**src/rtl/sfr_pkg.sv**
```systemverilog
package sfr_pkg;
   // One digit byte: decimal point in the top bit, segments g..a below it.
   localparam int SEG_W = 8;
   typedef logic [SEG_W-1:0] seg_byte_t;

   function automatic int payload_bits(input int digits, input int pins);
      return digits * SEG_W + pins;
   endfunction
endpackage

```
**src/rtl/sfr_sync.sv**
```systemverilog
module sfr_sync #(
   parameter int W = 1,
   parameter int STAGES = 2,
   parameter logic [W-1:0] RST_VAL = '0
) (
   input  logic         clk,
   input  logic         rst_n,
   input  logic [W-1:0] d,
   output logic [W-1:0] q
);
   for (genvar i = 0; i < W; i++) begin : g_bit
      logic [STAGES-1:0] chain;
      always_ff @(posedge clk or negedge rst_n) begin
         if (!rst_n) chain <= {STAGES{RST_VAL[i]}};
         else        chain <= {chain[STAGES-2:0], d[i]};
      end
      assign q[i] = chain[STAGES-1];
   end
endmodule

```
**src/rtl/sfr_rise_det.sv**
```systemverilog
module sfr_rise_det (
   input  logic clk,
   input  logic rst_n,
   input  logic lvl,
   output logic rise
);
   logic prev;
   always_ff @(posedge clk or negedge rst_n) begin
      if (!rst_n) prev <= 1'b0;
      else        prev <= lvl;
   end
   assign rise = lvl & ~prev;
endmodule

```
**src/rtl/sfr_shift_core.sv**
```systemverilog
module sfr_shift_core #(
   parameter int PW = 34
) (
   input  logic          clk,
   input  logic          rst_n,
   input  logic          step,
   input  logic          bit_in,
   output logic [PW:0]   sreg_o,
   output logic          fire_o,
   output logic [PW-1:0] word_o
);
   localparam int TOP = PW;
   logic [PW:0] sreg;

   // The start bit sits in the top cell; the next step pushes it out.
   assign fire_o = step & sreg[TOP];
   assign word_o = sreg[PW-1:0];
   assign sreg_o = sreg;

   always_ff @(posedge clk or negedge rst_n) begin
      if (!rst_n)      sreg <= '0;
      else if (fire_o) sreg <= '0;
      else if (step)   sreg <= {sreg[PW-1:0], bit_in};
   end
endmodule

```
**src/rtl/sfr_out_latch.sv**
```systemverilog
module sfr_out_latch
   import sfr_pkg::*;
#(
   parameter int DIGITS = 3,
   parameter int NPINS = 10
) (
   input  logic                      clk,
   input  logic                      rst_n,
   input  logic                      load,
   input  logic [DIGITS*SEG_W+NPINS-1:0] word,
   output logic [DIGITS*SEG_W-1:0]   digits,
   output logic [NPINS-1:0]          pins
);
   localparam int DW = DIGITS * SEG_W;

   for (genvar k = 0; k < DIGITS; k++) begin : g_digit
      seg_byte_t q;
      always_ff @(posedge clk or negedge rst_n) begin
         if (!rst_n)    q <= '0;
         else if (load) q <= word[k*SEG_W +: SEG_W];
      end
      assign digits[k*SEG_W +: SEG_W] = q;
   end

   logic [NPINS-1:0] pin_q;
   always_ff @(posedge clk or negedge rst_n) begin
      if (!rst_n)    pin_q <= '0;
      else if (load) pin_q <= word[DW +: NPINS];
   end
   assign pins = pin_q;
endmodule

```
**src/rtl/seg_frame_rx.sv**
```systemverilog
module seg_frame_rx
   import sfr_pkg::*;
#(
   parameter int DIGITS = 3,
   parameter int AUX_PINS = 10,
   parameter int SYNC_STAGES = 2
) (
   input  logic                     clk,
   input  logic                     rst_n,
   input  logic                     ser_clk,
   input  logic                     ser_data,
   input  logic                     ser_en_n,
   output logic [DIGITS*SEG_W-1:0]  digit_o,
   output logic [AUX_PINS-1:0]      pins_o
);
   localparam int PW = payload_bits(DIGITS, AUX_PINS);

   if (DIGITS < 1) begin : g_bad_digits
      $error("seg_frame_rx: DIGITS must be at least 1");
   end
   if (AUX_PINS < 1) begin : g_bad_pins
      $error("seg_frame_rx: AUX_PINS must be at least 1");
   end
   if (SYNC_STAGES < 2) begin : g_bad_sync
      $error("seg_frame_rx: SYNC_STAGES must be at least 2");
   end

   logic sclk_q, dat_q, en_q;
   sfr_sync #(.W(3), .STAGES(SYNC_STAGES), .RST_VAL(3'b100)) i_sync (
      .clk(clk), .rst_n(rst_n),
      .d({ser_en_n, ser_data, ser_clk}),
      .q({en_q, dat_q, sclk_q})
   );

   logic sclk_rise;
   sfr_rise_det i_rise (.clk(clk), .rst_n(rst_n), .lvl(sclk_q), .rise(sclk_rise));

   logic          bit_in;
   logic [PW:0]   sreg;
   logic          fire;
   logic [PW-1:0] word;
   assign bit_in = dat_q & ~en_q;

   sfr_shift_core #(.PW(PW)) i_core (
      .clk(clk), .rst_n(rst_n), .step(sclk_rise), .bit_in(bit_in),
      .sreg_o(sreg), .fire_o(fire), .word_o(word)
   );

   sfr_out_latch #(.DIGITS(DIGITS), .NPINS(AUX_PINS)) i_latch (
      .clk(clk), .rst_n(rst_n), .load(fire), .word(word),
      .digits(digit_o), .pins(pins_o)
   );
endmodule

```
**config.mk**
```make
export PLATFORM = sky130hd
export DESIGN_NAME = seg_frame_rx
export DESIGN_NICKNAME = d
export VERILOG_FILES = /design/src/rtl/sfr_pkg.sv /design/src/rtl/sfr_sync.sv /design/src/rtl/sfr_rise_det.sv /design/src/rtl/sfr_shift_core.sv /design/src/rtl/sfr_out_latch.sv /design/src/rtl/seg_frame_rx.sv
export SDC_FILE = /design/constraint.sdc
export NUM_CORES = 1
export LEC_CHECK = 0
export ABC_AREA = 1
export ABC_CLOCK_PERIOD_IN_PS = 1000
export CAP_MARGIN = 20
export CORE_AREA = 10 10 104 78
export DETAILED_ROUTE_END_ITERATION = 12
export DIE_AREA = 0 0 114 88
export PLACE_DENSITY = 0.83
export SLEW_MARGIN = 20
export SYNTH_ARGS = -nofsm -noshare
export SYNTH_HDL_FRONTEND = slang
export SYNTH_SLANG_ARGS = --single-unit
```
**constraint.sdc**
```tcl
create_clock -name clk -period 1 [get_ports clk]
set_input_delay 0.15 -clock clk [delete_from_list [all_inputs] [get_ports clk]]
set_output_delay 0.15 -clock clk [all_outputs]
set_load 0.1 [all_outputs]
```
==> results <==
Yosys cell counts (all sizes together):
| cell | count |
|---|---|
| dfrtp | 74 |
| clkbuf | 2 |
| buf | 18 |
| nand2 | 139 |
| inv | 4 |
| nor2 | 2 |
| o21ai | 33 |
| nand3 | 37 |
| dfstp | 2 |
worst max-delay path, stage by stage (launching register included):
cell and delay (ns):
dfrtp_1 0.44, buf_6 0.14, nor2_4 0.10, buf_12 0.15, clkbuf_16 0.16, nand3_2 0.08, nand2_1 0.12
stage by stage:
| stage | hold WS, ns | setup TNS (ns) | cells |
|---|---|---|---|
| 2_1_floorplan | -0.146 | -0.323 | 311 |
| 5_1_grt | 0.181 | -17.49 | 463 |
| 3_5_place_dp | 0.0734 | -1.42 | 422 |
| 3_3_place_gp | 0.0567 | -0.0371 | 422 |
| 6_report | 0.184 | -15.14 | 463 |
| 4_1_cts | 0.186 | -8.28 | 448 |
flip-flops by register name (all words and copies together), names as in the netlist:
register,flops
i_core.sreg_o,35
i_latch.g_digit.q,24
i_latch.pins,10
i_sync.g_bit.chain,6
i_rise.prev,1
where the power goes:
group	total (mW)	internal (mW)	leakage [nW]	switching (mW)
Clock	2.70	1.54	0.113	1.16
Combinational	0.767	0.350	1.22	0.417
Sequential	3.39	3.20	0.978	0.191
worst paths after layout:
kind	from	endpoint	slack, ns	cells past startpoint
max in group asynchronous	rst_n	i_latch.g_digit[2].q[3]	0.29	3
min in group asynchronous	rst_n	i_latch.g_digit[0].q[3]	0.22	2
hold reg to reg	i_sync.g_bit[2].chain[0]	i_sync.g_bit[2].chain[1]	0.36	0
setup / recovery	i_rise.prev	i_latch.pins[6]	-0.28	6
hold / removal	ser_en_n	i_sync.g_bit[2].chain[0]	0.18	1
setup reg to reg	i_rise.prev	i_latch.pins[6]	-0.28	6
what timing repair did:
item / 4_1_cts / 5_1_grt
hold buffers: 1 / 0
setup buffers: 5 / 4
setup endpoints to repair: 101 / 103
resized for setup: 43 / 109
pin swaps: 9 / 36
gates cloned: 4 / 11
endpoints found under the hold margin: 45 / 0
cells by family (layout without fill, tap and decap cells):
| kind of cell | count (synthesis) | count (layout) | synth area share [%] |
|---|---|---|---|
| and+or+nand+nor | 178 | 179 | 24.7 |
| DFF | 76 | 76 | 64.5 |
| buffers and inverters | 24 | 97 | 5.25 |
| AOI/OAI and AO/OA | 33 | 33 | 5.59 |
layer usage:
layer  track usage (%)  vias to the layer above  routed length (um)
li1                  -                     1136                   -
met1              17.8                     1355                4150
met2              24.3                      140                5090
met3              6.90                       33                 857
met4              5.33                        0                 248
met5                 0                        -                   0
area by class of cell:
| type | count | share of cell area [%] |
|---|---|---|
| clock buffers | 12 | 3.05 |
| repair buffers | 77 | 26.9 |
| multi-input cells | 212 | 28.0 |
| inverters | 4 | 0.443 |
| well taps | 78 | 1.92 |
| flip-flops and latches | 76 | 38.3 |
| clock inverters | 4 | 1.43 |
==> key figures <==
Yosys
  – Sequential fraction of the synthesis area: 64.5%
  – Avg Cell Area, Syn: 9.50 um2
  – Netlist cell types: 17
  – Syn_nets: 316
  – Cell Area, Synth: 0.00295 mm2
  – Yosys warnings: 0
  – Synth Register Bits: 76
  – Cells after Synth: between 300 and 400
  – Top cell type by total area after synthesis: dfrtp_1
  – Area fraction of the dominant cell type after synthesis: 62.7%
  – Most area-consuming cells after synthesis: dfrtp_1 (63%), nand2_1 (18%), nand3_1 (6.1%)

Power and ir drop
  – Peak supply drop: approximately 0.0010 V
  – PD cells: 1350 mW/mm2
  – Leakage: 2.31 nW
  – Total Power: 6.86 mW

Worst setup path
  – WP data arrival: 1.57 ns
  – Crit path kind: reg2reg
  – WP data required: 1.29 ns
  – Crit start category: flop
  – Setup crit end kind: flop
  – Crit Path Max Fanout: 6

Cells and area
  – Area of the multi-input gates: about 0.0014 mm2
  – Synth-to-Final Area Change: 72.2%
  – Most common cell after layout, fill and taps aside: nand2_1
  – Storage cell area: a little under 0.002 mm2
  – Fin area: 0.00509 mm2
  – FILL cells: 273
  – Share of post-route cells with drive strength above 1: 57.7%
  – Final Net Count: 385
  – Highest-count cells in the layout ignoring fill and taps: nand2_1 (102), buf_12 (43), dfrtp_1 (38)
  – Final core occ: 83.0%
  – Antenna diode count: 0

Clocking
  – Worst-Skew Late Latency: 0.38 ns
  – Clock edge transition at the registers on the reported setup and hold paths: ~0.080 ns
  – Clock Sinks: 76
  – CTS H-tree depth: 3
  – Root buffer cell: clkbuf_8
  – CTS tree: yes
  – CTS Buf Count: 9
  – Max clock buf depth: 2

Timing
  – Fin crit period: 1.28 ns
  – Final worst slack: -0.278 ns
  – Normalized max-slew margin: 77.3%
  – Finish-stage setup viols: 103
  – RSZ-0062 raised after global routing: yes
  – Fmax: 782 MHz
  – Fin. Hold Viols: 0
  – Worst slew pin tran: 0.340 ns
  – Clk_skew: 0.0159 ns
  – Post-route clock period utilization: 128%
  – Max-slew violations: 0

Global routing
  – First-pass GRT wire length: between 10 and 15 mm
  – Largest net degree at the start of global routing: 30
  – Congestion Overflow GR: 0
  – All-Layer GR Usage: between 10% and 20%
  – Initial antenna violation count: 0
  – Number of global-route vias before repair: 2470

Placement
  – Placed cell area: 0.00388 mm2
  – GPL Wtd Cong: roughly 0.75
  – Post-place setup slack: -0.0722 ns
  – Buffers on Ports: 38
  – Dpl hpwl: 4.28 mm

Die
  – Chip Height: 88 um
  – Die width: 114 um
  – Core area: 0.00613 mm2
  – Starting Density: 48.2%
  – FP Rows: 24
  – Die ar.: 0.0100 mm2
  – Ports: 39

Outcome
  – Status: finished with violations
  – Failing checks: setup timing

Route
  – DRT antenna net count: 0
  – First-pass iteration count of the detailed router: 5
  – Routed WL per cell: roughly 22 um
  – Vias per cell: roughly 5.8
  – Final WL: 10.3 mm
  – DRC: 0
  – Iter 0 DRT Violations: 199
  – Via count: around 2700

Job
  – Max_cap viols: 0

Hold path
  – Hold crit path type: in2reg
(Power assumes the default switching activity.)
